### config.mk
export PLATFORM = sky130hd
export DESIGN_NAME = uart_store_replay
export DESIGN_NICKNAME = d
export VERILOG_FILES = /design/src/rtl/sr_pkg.sv /design/src/rtl/sr_wr_seq.sv /design/src/rtl/sr_lat_align.sv /design/src/rtl/sr_replay_ctl.sv /design/src/rtl/uart_store_replay.sv
export SDC_FILE = /design/constraint.sdc
export NUM_CORES = 1
export LEC_CHECK = 0
export BUFFER_PORTS_ARGS = -buffer_cell sky130_fd_sc_hd__buf_2
export CAP_MARGIN = 25
export CORE_ASPECT_RATIO = 0.9
export CORE_MARGIN = 2
export CORE_UTILIZATION = 48
export DETAILED_ROUTE_END_ITERATION = 16
export GPL_TIMING_DRIVEN = 0
export HOLD_SLACK_MARGIN = 0.1
export PLACE_DENSITY = 0.83
export SLEW_MARGIN = 20
export SYNTH_ARGS = -nofsm -noshare
export SYNTH_HDL_FRONTEND = slang
export SYNTH_SLANG_ARGS = --single-unit
### constraint.sdc
create_clock -name clk -period 2.01 [get_ports clk]
set_input_delay 0.402 -clock clk [delete_from_list [all_inputs] [get_ports clk]]
set_output_delay 0.402 -clock clk [all_outputs]
set_load 0.02 [all_outputs]
### src/rtl/sr_pkg.sv
// Shared definitions for the receive-store-replay controller.
package sr_pkg;

    // Replay sequencer states
    typedef enum logic [1:0] {
        RP_IDLE  = 2'd0,   // waiting for a key press
        RP_ISSUE = 2'd1,   // read address presented, start the latency delay
        RP_ALIGN = 2'd2,   // waiting for memory data to arrive
        RP_SEND  = 2'd3    // byte handed to transmitter, waiting for done
    } rp_state_t;

endpackage

### src/rtl/sr_wr_seq.sv
// Write sequencer: every rx_done writes rx_byte at the running write pointer
// and advances it. It also keeps a saturating count of stored bytes.
// Assumes rx_byte is already stable in the cycle rx_done is high.
module sr_wr_seq #(
    parameter int ADDR_W = 8,
    parameter int DATA_W = 8
) (
    input  logic              clk,
    input  logic              rst_n,
    input  logic [DATA_W-1:0] rx_byte,
    input  logic              rx_done,
    output logic [ADDR_W-1:0] wr_addr,
    output logic [DATA_W-1:0] wr_data,
    output logic              wr_en,
    output logic [ADDR_W:0]   fill
);
    localparam int DEPTH = 1 << ADDR_W;
    localparam logic [ADDR_W:0] FULL = (ADDR_W+1)'(DEPTH);

    logic [ADDR_W-1:0] wr_ptr;
    logic [ADDR_W:0]   fill_q;

    // Purpose: advance the write pointer once per received byte (wraps)
    always_ff @(posedge clk) begin
        if (!rst_n)       wr_ptr <= '0;
        else if (rx_done) wr_ptr <= wr_ptr + 1'b1;
    end

    // Purpose: count stored bytes, saturating at the memory depth
    always_ff @(posedge clk) begin
        if (!rst_n)                         fill_q <= '0;
        else if (rx_done && fill_q != FULL) fill_q <= fill_q + 1'b1;
    end

    // Purpose: write port driven straight from the receive interface
    always_comb begin
        wr_en   = rx_done;
        wr_data = rx_byte;
        wr_addr = wr_ptr;
    end

    assign fill = fill_q;

    AST_WR_PTR_HOLD:  assert property (@(posedge clk) disable iff (!rst_n) !rx_done |=> $stable(wr_ptr));
    AST_PTR_MATCH_FILL: assert property (@(posedge clk) disable iff (!rst_n) (fill_q != FULL) |-> (wr_ptr == fill_q[ADDR_W-1:0]));
    AST_FILL_BOUND:   assert property (@(posedge clk) disable iff (!rst_n) fill_q <= FULL);
endmodule

### src/rtl/sr_lat_align.sv
// Latency aligner: delays the issue pulse by the memory read latency so the
// transmitter start coincides with valid read data. LAT = 0 passes through.
module sr_lat_align #(
    parameter int LAT = 1
) (
    input  logic clk,
    input  logic rst_n,
    input  logic issue,
    output logic go
);
    generate
        if (LAT == 0) begin : g_pass
            assign go = issue;
        end else begin : g_pipe
            logic [LAT-1:0] stage;
            // Purpose: shift the issue pulse through LAT register stages
            always_ff @(posedge clk) begin
                if (!rst_n) stage <= '0;
                else begin
                    stage[0] <= issue;
                    for (int i = 1; i < LAT; i++) stage[i] <= stage[i-1];
                end
            end
            assign go = stage[LAT-1];
        end
    endgenerate

    AST_GO_SINGLE: assert property (@(posedge clk) disable iff (!rst_n) go |=> !go);
endmodule

### src/rtl/sr_replay_ctl.sv
// Replay sequencer: on a key press while idle and non-empty, snapshots the
// last written address and walks the read address from 0 to it. Each byte
// is issued, aligned to read latency, then held until tx_done.
// Assumes tx_done arrives only after the go it answers.
module sr_replay_ctl
    import sr_pkg::*;
#(
    parameter int ADDR_W = 8
) (
    input  logic              clk,
    input  logic              rst_n,
    input  logic              key_pulse,
    input  logic [ADDR_W:0]   fill,
    input  logic              go,
    input  logic              tx_done,
    output logic              issue,
    output logic [ADDR_W-1:0] rd_addr,
    output logic              busy
);
    rp_state_t         state;
    logic [ADDR_W-1:0] last;
    logic [ADDR_W:0]   fill_m1;

    assign fill_m1 = fill - 1'b1;

    // Purpose: replay state machine with read address and end snapshot
    always_ff @(posedge clk) begin
        if (!rst_n) begin
            state   <= RP_IDLE;
            rd_addr <= '0;
            last    <= '0;
        end else begin
            case (state)
                RP_IDLE: if (key_pulse && fill != '0) begin
                    last    <= fill_m1[ADDR_W-1:0];
                    rd_addr <= '0;
                    state   <= RP_ISSUE;
                end
                RP_ISSUE: state <= go ? RP_SEND : RP_ALIGN;
                RP_ALIGN: if (go) state <= RP_SEND;
                RP_SEND: if (tx_done) begin
                    if (rd_addr == last) state <= RP_IDLE;
                    else begin
                        rd_addr <= rd_addr + 1'b1;
                        state   <= RP_ISSUE;
                    end
                end
                default: state <= RP_IDLE;
            endcase
        end
    end

    // Purpose: decode outputs from state
    always_comb begin
        issue = (state == RP_ISSUE);
        busy  = (state != RP_IDLE);
    end

    AST_RD_IN_RANGE: assert property (@(posedge clk) disable iff (!rst_n) busy |-> (rd_addr <= last));
    AST_GO_ALIGNED:  assert property (@(posedge clk) disable iff (!rst_n) go |-> (state == RP_ALIGN || state == RP_ISSUE));
    AST_RD_HOLD:     assert property (@(posedge clk) disable iff (!rst_n) (state == RP_SEND && !tx_done) |=> $stable(rd_addr));
    AST_KEY_BUSY:    assert property (@(posedge clk) disable iff (!rst_n) (busy && key_pulse) |=> $stable(last));
    AST_EMPTY_IDLE:  assert property (@(posedge clk) disable iff (!rst_n) (state == RP_IDLE && fill == '0) |=> state == RP_IDLE);
endmodule

### src/rtl/uart_store_replay.sv
// Top: stores received bytes in a dual-port memory and replays them to a
// transmitter on a key press. Assumes a registered read port of RD_LAT
// cycles, a receiver whose byte leads its done strobe, and a debounced key.
module uart_store_replay #(
    parameter int ADDR_W = 8,
    parameter int DATA_W = 8,
    parameter int RD_LAT = 1
) (
    input  logic              clk,
    input  logic              rst_n,
    input  logic [DATA_W-1:0] rx_byte,
    input  logic              rx_done,
    output logic [ADDR_W-1:0] mem_wr_addr,
    output logic [DATA_W-1:0] mem_wr_data,
    output logic              mem_wr_en,
    output logic [ADDR_W-1:0] mem_rd_addr,
    input  logic [DATA_W-1:0] mem_rd_data,
    input  logic              key_pulse,
    output logic              tx_go,
    output logic [DATA_W-1:0] tx_byte,
    input  logic              tx_done
);
    logic [ADDR_W:0] fill;
    logic            issue;
    logic            go;
    logic            busy;

    sr_wr_seq #(.ADDR_W(ADDR_W), .DATA_W(DATA_W)) u_wr (
        .clk     (clk),
        .rst_n   (rst_n),
        .rx_byte (rx_byte),
        .rx_done (rx_done),
        .wr_addr (mem_wr_addr),
        .wr_data (mem_wr_data),
        .wr_en   (mem_wr_en),
        .fill    (fill)
    );

    sr_replay_ctl #(.ADDR_W(ADDR_W)) u_rp (
        .clk       (clk),
        .rst_n     (rst_n),
        .key_pulse (key_pulse),
        .fill      (fill),
        .go        (go),
        .tx_done   (tx_done),
        .issue     (issue),
        .rd_addr   (mem_rd_addr),
        .busy      (busy)
    );

    sr_lat_align #(.LAT(RD_LAT)) u_lat (
        .clk   (clk),
        .rst_n (rst_n),
        .issue (issue),
        .go    (go)
    );

    // Purpose: transmitter handshake fed from aligned read data
    always_comb begin
        tx_go   = go;
        tx_byte = mem_rd_data;
    end

    AST_GO_NEEDS_REPLAY: assert property (@(posedge clk) disable iff (!rst_n) tx_go |-> busy);
endmodule

Word-level counts from Yosys, hierarchy flattened
Cells that the tools add are included.
{"block": "totals", "register_bits": 36, "inputBits": 21}
{"block": "classes", "addsub": 4, "eq_ne": 9, "n_mux": 10, "reduce_logical": 8}
{"operator": "8-bit two-way mux", "count": 3}
{"operator": "8-bit by 1-bit adder with 8-bit output, second input constant", "count": 2}
{"operator": "8-bit case mux with 2 select lines", "count": 1}
{"operator": "9-bit by 1-bit adder with 9-bit output, second input constant", "count": 1}
{"operator": "9-bit inequality test, second input constant", "count": 1}
{"operator": "9-bit nonzero test", "count": 1}
{"operator": "8-bit equality test", "count": 1}
{"operator": "2-bit case mux with 4 select lines", "count": 1}
{"operator": "8-bit by 1-bit subtractor with 8-bit output, second input constant", "count": 1}
{"operator": "2-bit two-way mux", "count": 3}
{"operator": "2-bit equality test, second input constant", "count": 2}
{"operator": "2-bit by 1-bit inequality test with 1-bit output, second input constant", "count": 2}
{"operator": "2-bit inequality test, second input constant", "count": 2}
{"operator": "4-bit AND reduction", "count": 1}
{"operator": "3-bit AND reduction", "count": 1}
{"operator": "2-bit by 1-bit equality test with 1-bit output, second input constant", "count": 1}
{"operator": "1-bit logical AND", "count": 2}
{"operator": "2-bit logical NOT", "count": 1}
{"operator": "1-bit two-way mux", "count": 2}
{"operator": "2-bit AND reduction", "count": 1}
{"operator": "2-bit nonzero test", "count": 1}

Depth between registers and ports, before layout
{"block": "depth", "ltp_word": 4, "mapped_depth": 8, "depth_no_buf": 7}

Modules after synthesis
A second synthesis with hierarchy kept.
{"block": "hier_totals", "cells_unflattened": 241, "hier_area_um2": 2142.1}
{"module": "sr_replay_ctl", "n_inst": 1, "cells_per_inst": 133, "area_per_inst_um2": 1221.2, "seq_area_each_um2": 360.3}
{"module": "sr_wr_seq", "n_inst": 1, "cells_per_inst": 98, "area_per_inst_um2": 834.6, "seq_area_each_um2": 340.3}
{"module": "uart_store_replay", "n_inst": 1, "cells_per_inst": 8, "area_per_inst_um2": 60.1, "seq_area_each_um2": 0.0}
{"module": "sr_lat_align", "n_inst": 1, "cells_per_inst": 2, "area_per_inst_um2": 26.3, "seq_area_each_um2": 20.0}

Worst setup path after synthesis
OpenSTA, ideal clock, no wires.
{"block": "synth_path", "path_kind": "register to register", "start": "register u_wr.fill_q[0], in the netlist u_wr.fill[0]", "end": "register u_rp.rd_addr[2]", "t_arrival_ns": 1.766, "path_slack_ns": 0.122, "path_stages_with_launch": 8, "path_buffers": 0, "path_cell_list": "dfxtp_1 inv_1 ha_1 or4b_4 o21ai_2 and2_4 nor4_2 a311o_1"}
{"block": "synth_between", "elab_chain_len": 4}
{"item": "from (decl)", "line_no": "sr_wr_seq.sv:21", "rtl": "logic [ADDR_W:0] fill_q;"}
{"item": "from (signal assigned)", "line_no": "sr_wr_seq.sv:32", "rtl": "else if (rx_done && fill_q != FULL) fill_q <= fill_q + 1'b1;"}
{"item": "9-bit nonzero test", "line_no": "sr_replay_ctl.sv:34", "rtl": "RP_IDLE: if (key_pulse && fill != '0) begin"}
{"item": "1-bit logical AND", "line_no": "sr_replay_ctl.sv:34"}
{"item": "2-bit by 1-bit inequality test with 1-bit output (no line)"}
{"item": "4-bit AND reduction (no line)"}
{"item": "to (signal assigned)", "line_no": "sr_replay_ctl.sv:44", "rtl": "rd_addr <= rd_addr + 1'b1;"}
{"item": "to (decl)", "line_no": "sr_replay_ctl.sv:17", "rtl": "output logic [ADDR_W-1:0] rd_addr,"}
No other way between the ends.
A chain may end at the register's enable or synchronous reset.

Worst setup path after layout
Same ends and word-level chain as after synthesis.

==> run_results.csv <==
group,metric,value,unit
status,status,"completed",
global_routing,grt_use_total,0.204,
critical_path,reg2reg_depth,7,
logic_synthesis,yosysWarnings,0,
routing,drc_errors,0,
timing,hold_viol,0,
logic_synthesis,ys_seq_area_frac,0.334,
logic_synthesis,syn_area,2160,sq um
routing,post_drt_wl_per_cell,13.5,microns
critical_path,r2r_setup_slack,50,ps
logic_synthesis,synthFlopType,"dfxtp_1",
logic_synthesis,synth-compound-area-share,0.177,
logic_synthesis,synth_edf_count,0,
timing,relSlewSlack,0.569,
timing,fin_crit_sh,0.976,
run,cap_violations,0,
timing,finClkSkew,5.19,ps
die,die_h,67.6,microns
timing,holdWs,503,ps
critical_path,critPathKind,"register to register",
die,rows,23,
logic_synthesis,synth_seq_cells,36,
critical_path,cp.arrival,2190,ps
logic_synthesis,muxShareOfSynthArea,0.0145,
die,core,4400,sq um
clock_tree,clock_sinks,36,
routing,viasPerCell,5.32,
logic_synthesis,synthAdderAreaFrac,0.0522,
logic_synthesis,synth_cells,246,
critical_path,start_kind,"register",
clock_tree,clk_path_buf_depth,2,
logic_synthesis,synth_top_family_by_area,"simple AND/OR/NAND/NOR gates",
global_routing,gr-usage-met3,0.0478,
place,dpl.hpwl,3370,microns
final_layout,layout.nets,326,
timing,rsz0062_at_grt,"false",
timing,fmax,0.510,GHz
routing,dr.first_iter.drc_count,99,
critical_path,reg2reg_from,"u_wr.fill[0]",
clock_tree,numCtsBuffers,5,
place,io_buffers,36,
die,start_util,0.490,
global_routing,top_usage_layer,"met2",
clock_tree,htree_levels,2,
pwr,power_density,829,nW/um^2
worst_hold_path,min_path_type,"register to register",
clock_tree,cts_tree,"built",
critical_path,worst_ep_required_time,2240,ps
clock_tree,postCtsHoldBufs,0,
routing,wirelength,4830,microns
timing,worstMarginPinSlew,647,ps
final_layout,final_common_cell,"buf_2",
global_routing,grt_pass1_wl,7820,microns
pwr,p_leak,1.08,nW
routing,antenna_left,0,
timing,drv_slew,0,
logic_synthesis,yosys.area_share.simple,0.206,
die,dieWidth,74.7,microns
critical_path,crit_path_start,"u_wr.fill[0]",
clock_tree,cts_root_buf,"clkbuf_8",
global_routing,grt_max_degree,11,
timing,final.setup.worst_slack,48.7,ps
routing,first_pass_iters,5,
die,io_pins,55,
routing,vias,1903,
final_layout,insertedDiodeCount,0,
final_layout,areaGrowthSynthToFinish,21.4,%
timing,min_period,1960,ps
logic_synthesis,synth_xor_area_frac,0.0974,
global_routing,grt_pass1_vias,1755,
clock_tree,path_clk_slew,70,ps
pwr,ir_drop,0.000450,V
global_routing,use_met1,0.247,
critical_path,critPathCapture,"u_rp.rd_addr[2]",
critical_path,worst_setup_path_end_kind,"register",
final_layout,postLayoutCoreUtil,0.595,
global_routing,grt-ovfl-total,0,
final_layout,drive_gt1_frac,0.348,
timing,finalSetupViolCount,0,
logic_synthesis,syn_nets,276,
worst_hold_path,min_from,"u_wr.fill[1]",
logic_synthesis,async_reset_ff_frac,0,
logic_synthesis,syn_avg_cell_area,8.77,sq um
critical_path,worst-path-max-fanout,10,
final_layout,layout_common_cells,"buf_2, dfxtp_1, nor2_1, buf_4, nand2_1",
global_routing,groute.layer.met2.usage,0.345,
place,post-place-ws,-122,ps
critical_path,r2r_end,"u_rp.rd_addr[2]",
global_routing,grt_antenna_before_repair,0,
clock_tree,insertion_delay,290,ps
place,finalWeightedCongestion,0.889,
logic_synthesis,yosysUniqueCellTypes,49,
die,dieArea,5050,sq um
-- worst max-delay path, stage by stage (launching register included) --
cell	delay, ps
dfxtp_4	360
inv_4	70
ha_4	130
or4b_4	490
o211a_4	300
buf_8	150
nor4_1	240
a311o_1	160
-- sequential cells by signal (all words and copies together), names as in the netlist --
signal and flops:
u_lat.go 1, u_rp.last 8, u_rp.rd_addr 8, u_rp.state 2
u_wr.fill 9, u_wr.wr_addr 8
-- Yosys cell counts, drive strengths merged (2+ instances only) --
cell,number,area (sq um)
nor4,5,37.5
nand4,9,56.3
dfxtp,36,721
buf,24,189
clkbuf,5,18.8
xor2,11,96.3
nor2,32,120
or2,2,12.5
nand3,6,30.0
xnor2,13,114
nand2b,2,12.5
nor3,2,10.0
inv,13,48.8
and2,2,15.0
o31a,2,17.5
or4b,2,23.8
a31oi,3,18.8
or3,4,25.0
a311oi,4,41.3
nand2,15,56.3
o21ai,9,60.1
ha,9,113
a211oi,11,118
a22o,2,17.5
o2bb2ai,2,17.5
a21oi,7,38.8
and3,4,25.0
mux2i,2,20.0
-- metrics by stage --
stage / power [W] / area (sq um) / std cells / setup TNS [ps]
global placement: 0.00146 / 2420 / 344 / -279
global route: 0.00229 / 2620 / 358 / 0
floorplan: 0.00135 / 2160 / 246 / 0
CTS: 0.00205 / 2510 / 351 / 0
finish: 0.00217 / 2620 / 358 / 0
detailed placement: 0.00149 / 2420 / 344 / -1330
-- cells by family after synthesis --
family	after synthesis
AND/OR/NAND/NOR	87
AO/OA/AOI/OAI	45
buffers and inverters	42
flip-flops	36
XOR/XNOR	24
adder cells (fa/ha/maj)	9
multiplexers	3
-- worst min path at each step --
stage	endpoint	slack, ps	cells past startpoint
final	u_wr.fill[1]	500	2
after global routing	u_wr.fill[1]	530	2
after detailed placement	u_wr.wr_addr[7]	500	2
after global placement	u_wr.wr_addr[7]	480	2
after floorplan	u_wr.fill[1]	480	2
after CTS	u_wr.fill[1]	510	2
-- power by group --
| group | internal (W) | switching (W) |
|---|---|---|
| logic | 0.000367 | 0.000416 |
| registers | 0.000774 | 0.0000561 |
| clock network | 0.000305 | 0.000254 |
| total | 0.00145 | 0.000726 |
-- final cells by class --
type	instances	area, sq um
fillers	390	1780
flip-flops and latches	36	732
multi-input cells	168	1220
clock buffers	7	96.3
inverters	13	51.3
well taps	62	77.6
plain buffers	29	211
repair buffers	43	233
-- routing by layer --
layer	wire length, microns	vias to the layer above
li1	-	940
met1	2120	886
met2	2320	67
met3	296	10
met4	96	0
met5	0	-
-- what timing repair did --
action	CTS	global route
resized for setup	2	17
setup buffers	0	7
setup endpoints to repair	6	12
pin swaps	0	7
(Power assumes the default switching activity.)
